$ cat src/rtl/swd_pkg.sv
package swd_pkg;

    typedef enum logic [2:0] {
        R_IDLE,
        R_LOCK,
        R_ARMED,
        R_MON,
        R_QUAL,
        R_SHORT,
        R_FIRE
    } rem_state_t;

    typedef enum logic [2:0] {
        L_IDLE,
        L_LOCK,
        L_ARMED,
        L_FILT,
        L_FIRE
    } loc_state_t;

endpackage

$ cat src/rtl/swd_sync.sv
module swd_sync #(
    parameter int              WIDTH   = 1,
    parameter int              STAGES  = 2,
    parameter logic [WIDTH-1:0] RST_VAL = '0
) (
    input  logic             clk,
    input  logic             rst_n,
    input  logic [WIDTH-1:0] d,
    output logic [WIDTH-1:0] q
);

    logic [STAGES-1:0][WIDTH-1:0] stg;

    generate
        if (STAGES == 1) begin : g_single
            always_ff @(posedge clk or negedge rst_n) begin
                if (!rst_n) stg[0] <= RST_VAL;
                else        stg[0] <= d;
            end
        end else begin : g_chain
            always_ff @(posedge clk or negedge rst_n) begin
                if (!rst_n) stg <= {STAGES{RST_VAL}};
                else        stg <= {stg[STAGES-2:0], d};
            end
        end
    endgenerate

    assign q = stg[STAGES-1];

endmodule

$ cat src/rtl/swd_remote.sv
module swd_remote
    import swd_pkg::*;
#(
    parameter int FILT_CYC  = 90,
    parameter int MON_CYC   = 10000,
    parameter int REARM_CYC = 4
) (
    input  logic clk,
    input  logic rst_n,
    input  logic sleep_i,
    input  logic lo_i,
    input  logic dom_i,
    input  logic hi_i,
    output logic rx_en_o,
    output logic wake_o
);

    localparam int PH_MAX = (FILT_CYC > REARM_CYC) ? FILT_CYC : REARM_CYC;
    localparam int PW     = $clog2(PH_MAX + 1);
    localparam int MW     = $clog2(MON_CYC + 1);
    localparam logic [PW-1:0] FILT_V  = PW'(FILT_CYC);
    localparam logic [PW-1:0] REARM_V = PW'(REARM_CYC);
    localparam logic [MW-1:0] MON_END = MW'(MON_CYC - 1);

    rem_state_t    state, state_n;
    logic [PW-1:0] ph, ph_n;
    logic [MW-1:0] mon, mon_n;

    // next-state and counter logic
    always_comb begin
        state_n = state;
        ph_n    = ph;
        mon_n   = mon;
        if (!sleep_i) begin
            state_n = R_IDLE;
            ph_n    = '0;
            mon_n   = '0;
        end else begin
            unique case (state)
                R_IDLE: begin
                    state_n = R_LOCK;
                    ph_n    = '0;
                end
                R_LOCK: begin
                    if (hi_i) begin
                        if (ph == REARM_V) begin
                            state_n = R_ARMED;
                            ph_n    = '0;
                        end else begin
                            ph_n = ph + 1'b1;
                        end
                    end else begin
                        ph_n = '0;
                    end
                end
                R_ARMED: begin
                    if (lo_i) begin
                        state_n = R_MON;
                        mon_n   = '0;
                        ph_n    = PW'(dom_i);
                    end
                end
                R_MON: begin
                    if (mon == MON_END) begin
                        state_n = dom_i ? R_SHORT : R_LOCK;
                        ph_n    = '0;
                    end else begin
                        mon_n = mon + 1'b1;
                        if (dom_i) begin
                            if (ph == FILT_V) state_n = R_QUAL;
                            else              ph_n    = ph + 1'b1;
                        end else begin
                            ph_n = '0;
                        end
                    end
                end
                R_QUAL: begin
                    if (!dom_i) begin
                        state_n = R_FIRE;
                    end else if (mon == MON_END) begin
                        state_n = R_SHORT;
                    end else begin
                        mon_n = mon + 1'b1;
                    end
                end
                R_SHORT: begin
                    if (!dom_i) state_n = R_FIRE;
                end
                R_FIRE: begin
                    state_n = R_LOCK;
                    ph_n    = '0;
                end
                default: state_n = R_IDLE;
            endcase
        end
    end

    // state register
    always_ff @(posedge clk or negedge rst_n) begin
        if (!rst_n) begin
            state <= R_IDLE;
            ph    <= '0;
            mon   <= '0;
        end else begin
            state <= state_n;
            ph    <= ph_n;
            mon   <= mon_n;
        end
    end

    // outputs
    always_comb begin
        rx_en_o = 1'b0;
        wake_o  = 1'b0;
        unique case (state)
            R_MON, R_QUAL: rx_en_o = 1'b1;
            R_FIRE:        wake_o  = 1'b1;
            default: begin
                rx_en_o = 1'b0;
                wake_o  = 1'b0;
            end
        endcase
    end

endmodule

$ cat src/rtl/swd_local.sv
module swd_local
    import swd_pkg::*;
#(
    parameter int FILT_CYC  = 35,
    parameter int REARM_CYC = 6
) (
    input  logic clk,
    input  logic rst_n,
    input  logic sleep_i,
    input  logic sw_n_i,
    output logic wake_o
);

    localparam int CMAX = (FILT_CYC > REARM_CYC) ? FILT_CYC : REARM_CYC;
    localparam int CW   = $clog2(CMAX + 1);
    localparam logic [CW-1:0] FILT_V  = CW'(FILT_CYC);
    localparam logic [CW-1:0] REARM_V = CW'(REARM_CYC);
    localparam logic [CW-1:0] ONE_V   = CW'(1);

    loc_state_t    state, state_n;
    logic [CW-1:0] cnt, cnt_n;

    always_comb begin
        state_n = state;
        cnt_n   = cnt;
        if (!sleep_i) begin
            state_n = L_IDLE;
            cnt_n   = '0;
        end else begin
            unique case (state)
                L_IDLE: begin
                    state_n = L_LOCK;
                    cnt_n   = '0;
                end
                L_LOCK: begin
                    if (sw_n_i) begin
                        if (cnt == REARM_V) begin
                            state_n = L_ARMED;
                            cnt_n   = '0;
                        end else begin
                            cnt_n = cnt + 1'b1;
                        end
                    end else begin
                        cnt_n = '0;
                    end
                end
                L_ARMED: begin
                    if (!sw_n_i) begin
                        state_n = L_FILT;
                        cnt_n   = ONE_V;
                    end
                end
                L_FILT: begin
                    if (sw_n_i) begin
                        state_n = L_ARMED;
                        cnt_n   = '0;
                    end else if (cnt == FILT_V) begin
                        state_n = L_FIRE;
                    end else begin
                        cnt_n = cnt + 1'b1;
                    end
                end
                L_FIRE: begin
                    state_n = L_LOCK;
                    cnt_n   = '0;
                end
                default: state_n = L_IDLE;
            endcase
        end
    end

    always_ff @(posedge clk or negedge rst_n) begin
        if (!rst_n) begin
            state <= L_IDLE;
            cnt   <= '0;
        end else begin
            state <= state_n;
            cnt   <= cnt_n;
        end
    end

    always_comb begin
        unique case (state)
            L_FIRE:  wake_o = 1'b1;
            default: wake_o = 1'b0;
        endcase
    end

endmodule

$ cat src/rtl/sleep_wake_detect.sv
module sleep_wake_detect #(
    parameter int SYNC_STAGES   = 2,
    parameter int BUS_FILT_CYC  = 90,
    parameter int MON_CYC       = 10000,
    parameter int BUS_REARM_CYC = 4,
    parameter int LOC_FILT_CYC  = 35,
    parameter int LOC_REARM_CYC = 6
) (
    input  logic clk,
    input  logic rst_n,
    input  logic sleep_i,
    input  logic bus_below_prewake_i,
    input  logic bus_dominant_i,
    input  logic bus_above_prewake_i,
    input  logic wake_sw_n_i,
    output logic rx_enable_o,
    output logic remote_wake_o,
    output logic local_wake_o
);

    localparam int NFLAG = 4;
    // flag order: {switch, above, dominant, below}; idle levels high for switch and above
    localparam logic [NFLAG-1:0] IDLE_LVL = 4'b1100;

    logic [NFLAG-1:0] raw_flags, syn_flags;

    assign raw_flags = {wake_sw_n_i, bus_above_prewake_i, bus_dominant_i, bus_below_prewake_i};

    swd_sync #(
        .WIDTH  (NFLAG),
        .STAGES (SYNC_STAGES),
        .RST_VAL(IDLE_LVL)
    ) u_sync (
        .clk  (clk),
        .rst_n(rst_n),
        .d    (raw_flags),
        .q    (syn_flags)
    );

    swd_remote #(
        .FILT_CYC (BUS_FILT_CYC),
        .MON_CYC  (MON_CYC),
        .REARM_CYC(BUS_REARM_CYC)
    ) u_remote (
        .clk    (clk),
        .rst_n  (rst_n),
        .sleep_i(sleep_i),
        .lo_i   (syn_flags[0]),
        .dom_i  (syn_flags[1]),
        .hi_i   (syn_flags[2]),
        .rx_en_o(rx_enable_o),
        .wake_o (remote_wake_o)
    );

    swd_local #(
        .FILT_CYC (LOC_FILT_CYC),
        .REARM_CYC(LOC_REARM_CYC)
    ) u_local (
        .clk    (clk),
        .rst_n  (rst_n),
        .sleep_i(sleep_i),
        .sw_n_i (syn_flags[3]),
        .wake_o (local_wake_o)
    );

endmodule

$ cat config.mk
export PLATFORM = sky130hd
export DESIGN_NAME = sleep_wake_detect
export DESIGN_NICKNAME = d
export VERILOG_FILES = /design/src/rtl/swd_pkg.sv /design/src/rtl/swd_sync.sv /design/src/rtl/swd_remote.sv /design/src/rtl/swd_local.sv /design/src/rtl/sleep_wake_detect.sv
export SDC_FILE = /design/constraint.sdc
export NUM_CORES = 1
export LEC_CHECK = 0
export ABC_CLOCK_PERIOD_IN_PS = 2600
export BUFFER_PORTS_ARGS = -buffer_cell sky130_fd_sc_hd__buf_2
export CAP_MARGIN = 20
export CORE_MARGIN = 2
export CORE_UTILIZATION = 50
export CTS_CLUSTER_DIAMETER = 60
export DETAILED_ROUTE_END_ITERATION = 7
export GPL_ROUTABILITY_DRIVEN = 1
export PLACE_DENSITY = 0.79
export SYNTH_ARGS = -nofsm -noshare
export SYNTH_HDL_FRONTEND = slang
export SYNTH_SLANG_ARGS = --single-unit
$ cat constraint.sdc
create_clock -name clk -period 2.6 [get_ports clk]
set_clock_uncertainty 0.2 [all_clocks]
set_input_delay 0.13 -clock clk [delete_from_list [all_inputs] [get_ports clk]]
set_output_delay 0.13 -clock clk [all_outputs]
set_load 0.01 [all_outputs]
==> run metrics <==
status=finished, final reports clean; Setup WS pre-CTS=0.235 ns; Max Clk Rate=415 MHz; most common cell after layout, fill and taps aside=dfrtp_1; die area=0.00553 sq mm; CP Max Fanout=16; final worst slack=0.191 ns; vias in the first global route=2,007; YS warnings=0; Cell Rows=25; Area after DPL=0.00258 sq mm; worst path required time=2.62 ns; largest net degree at the start of global routing=42; Crit Path Category=reg2reg; Initial DRC Count=108; fin nets=298; Synth area leader=dfrtp_1; fin crit period=2.41 ns; number of max-cap violations=0; number of H-tree levels=2; die width=74.4 microns; Total Wirelength=5100 microns; All-Layer GR Usage=21.1%; router iterations before antenna repair=4; Mapped Cells=270; Finished Cell Area=0.00275 sq mm; n_diodes=0; Root Buffer=clkbuf_8; area of the multi-input gates=0.00135 sq mm; fin crit share=92.6%; Port Buffers=9; worst r2r src=u_remote.state[0]$_DFFE_PN0P_; Reg2Reg Capture Point=u_remote.mon[13]$_DFFE_PN0P_; share of post-route cells with drive strength above 1=13.3%; vias per std cell=5.82; Area contributors post-synth=dfrtp_1 (37%), dfstp_2 (4.2%), nand2_1 (3.9%); Clock Tree Buf Depth=2; clock sink count=41; Post-synth EDFFs=0; Peak VDD IR=0.248 mV; Synth top area share=37.4%; initial antenna violation count=0; Die Ht=74.4 microns; total number of vias=2,054; Detail Placement HPWL=3640 microns; gr ovfl total=0; RSZ-0062 raised after global routing=false; CP Capture Type=flip-flop; post-route ant nets=0; Yosys reg bits=41; worst-margin pin slew=0.906 ns; Setup crit start=u_remote.state[0]$_DFFE_PN0P_; Filler cells=429; TritonCTS buffer count=5; first-pass GRT wire length=9140 microns; Critical Path End=u_remote.mon[13]$_DFFE_PN0P_; Core Footprint=0.00475 sq mm; Final setup viols=0; I/O pin count=10; clock slew at the register clock pins of the worst setup and hold paths=0.08 ns; Area growth syn-to-layout=11.1%; Tightest Hold Check Type=in2reg; number of distinct library cells after synthesis=62; syn_area_per_cell=9.17 sq um; FFs w/ async S/R, synth=100%; Leakage=1.08 nW; initial core utilization=52.1%; Mapped Nets=283; DRC viols=0; post-synthesis sequential area ratio=41.6%; gpl congestion=0.862; worst hold slack=0.0742 ns; TritonCTS clock tree=yes; Mapped Area=0.00248 sq mm; Critical Path AT=2.43 ns; worst rel slew slack=39.6%; Final Power=0.00166 W; FF+latch area=0.00103 sq mm; crit start category=flip-flop; reg-to-reg slack, setup=0.19 ns; Final Max Slew Viols=0; setup_tns=0 ns; R2R depth=5; final hold vios=0; Avg WL per Cell=14.5 microns; most frequent cells in the layout=dfrtp_1 (37), nand2_1 (26), nor2_1 (20); clock insertion delay at the later pin of the skew report=0.30 ns; Synth Flop Type=dfrtp_1; pwr dens=604 mW/mm^2
==> critical path, stage by stage, from the launching register on <==
cell,delay [ns]
dfrtp_1,0.55
and3b_1,0.32
o21ai_4,0.35
o2111ai_4,0.22
or4_1,0.54
a21oi_2,0.15
==> cells in the mapped netlist (2+ instances only) <==
library cell   n
inv_1         15
xnor2_1        5
o22ai_1        2
dfrtp_1       37
o41ai_1        2
o31ai_1        3
nor3_1         5
a21o_1         2
o21ai_0       15
o21ai_1        7
nor2b_1        3
buf_2          2
o211ai_1       3
dfstp_2        4
nor2_1        20
clkbuf_1       5
and3_1         3
and4_1         3
nand2_1       26
a211oi_1       4
nand4bb_1      2
a22o_1         2
nand2b_1       6
xor2_1         2
a21oi_1       10
nand4_1        3
nor4b_1        3
and2_1         7
a31oi_1        4
nor4_1         3
ha_1           6
a21oi_2        3
or3_1          8
nand3_1       13
nor3b_1        2
or2_2          4
==> kinds of logic (layout without fill, tap and decap cells) <==
| kind of cell | after synthesis | count (layout) | synth area share, % |
|---|---|---|---|
| AND/OR/NAND/NOR | 117 | 117 | 25.8 |
| AO/OA/AOI/OAI | 74 | 74 | 22.6 |
| flip-flops | 41 | 41 | 41.6 |
| buffers and inverters | 24 | 40 | 4.04 |
| XOR/XNOR | 7 | 7 | 2.48 |
| adder cells (fa/ha/maj) | 6 | 6 | 3.03 |
| multiplexers | 1 | 1 | 0.404 |
==> final cells by class <==
class | instances | area share, %
timing repair buffer | 17 | 4.28
tap | 67 | 3.05
clock inverter | 1 | 1.09
inverter | 15 | 2.05
sequential | 41 | 37.5
clock buffer | 7 | 3.14
multi-input combinational | 205 | 48.9
==> timing repair <==
item                      4_1_cts  5_1_grt
hold endpoints to repair       41        0
hold buffers                    5        0
setup buffers                   0        0
resized for setup               0        0
==> stage by stage <==
| stage | instances | util (%) |
|---|---|---|
| floorplan | 270 | - |
| global placement | 340 | 54.3 |
| detailed placement | 340 | 54.3 |
| CTS | 353 | 57.8 |
| global route | 353 | 57.8 |
| finish | 353 | 57.8 |
==> routing by layer <==
layer | wire, microns | global-route usage, %
met5 | 0 | 0
met4 | 60 | 5.95
met3 | 207 | 4.61
met2 | 2460 | 34.7
met1 | 2380 | 28.1
==> worst min path at each step <==
stage | slack (ns) | to | depth (start not counted) | startpoint
3_5_place_dp | 0.04 | u_sync.stg[3]$_DFF_PN1_ | 1 | wake_sw_n_i
3_3_place_gp | 0.04 | u_sync.stg[3]$_DFF_PN1_ | 1 | wake_sw_n_i
4_1_cts | 0.07 | u_remote.state[2]$_DFFE_PN0P_ | 3 | sleep_i
6_report | 0.07 | u_remote.state[2]$_DFFE_PN0P_ | 3 | sleep_i
2_1_floorplan | -0.37 | u_local.cnt[0]$_DFFE_PN0P_ | 0 | rst_n
5_1_grt | 0.09 | u_local.state[2]$_DFFE_PN0P_ | 2 | sleep_i
==> power breakdown <==
part	total (W)	internal (W)	switching [W]
clock network	0.000539	0.000313	0.000225
registers	0.000755	0.000676	0.0000791
logic	0.000367	0.000139	0.000228
==> flip-flops by register name (all words and copies together) (netlist names) <==
register        cells
u_local.cnt         6
u_local.state       3
u_remote.mon       14
u_remote.ph         7
u_remote.state      3
u_sync.q            4
u_sync.stg          4
(Power assumes the default switching activity.)
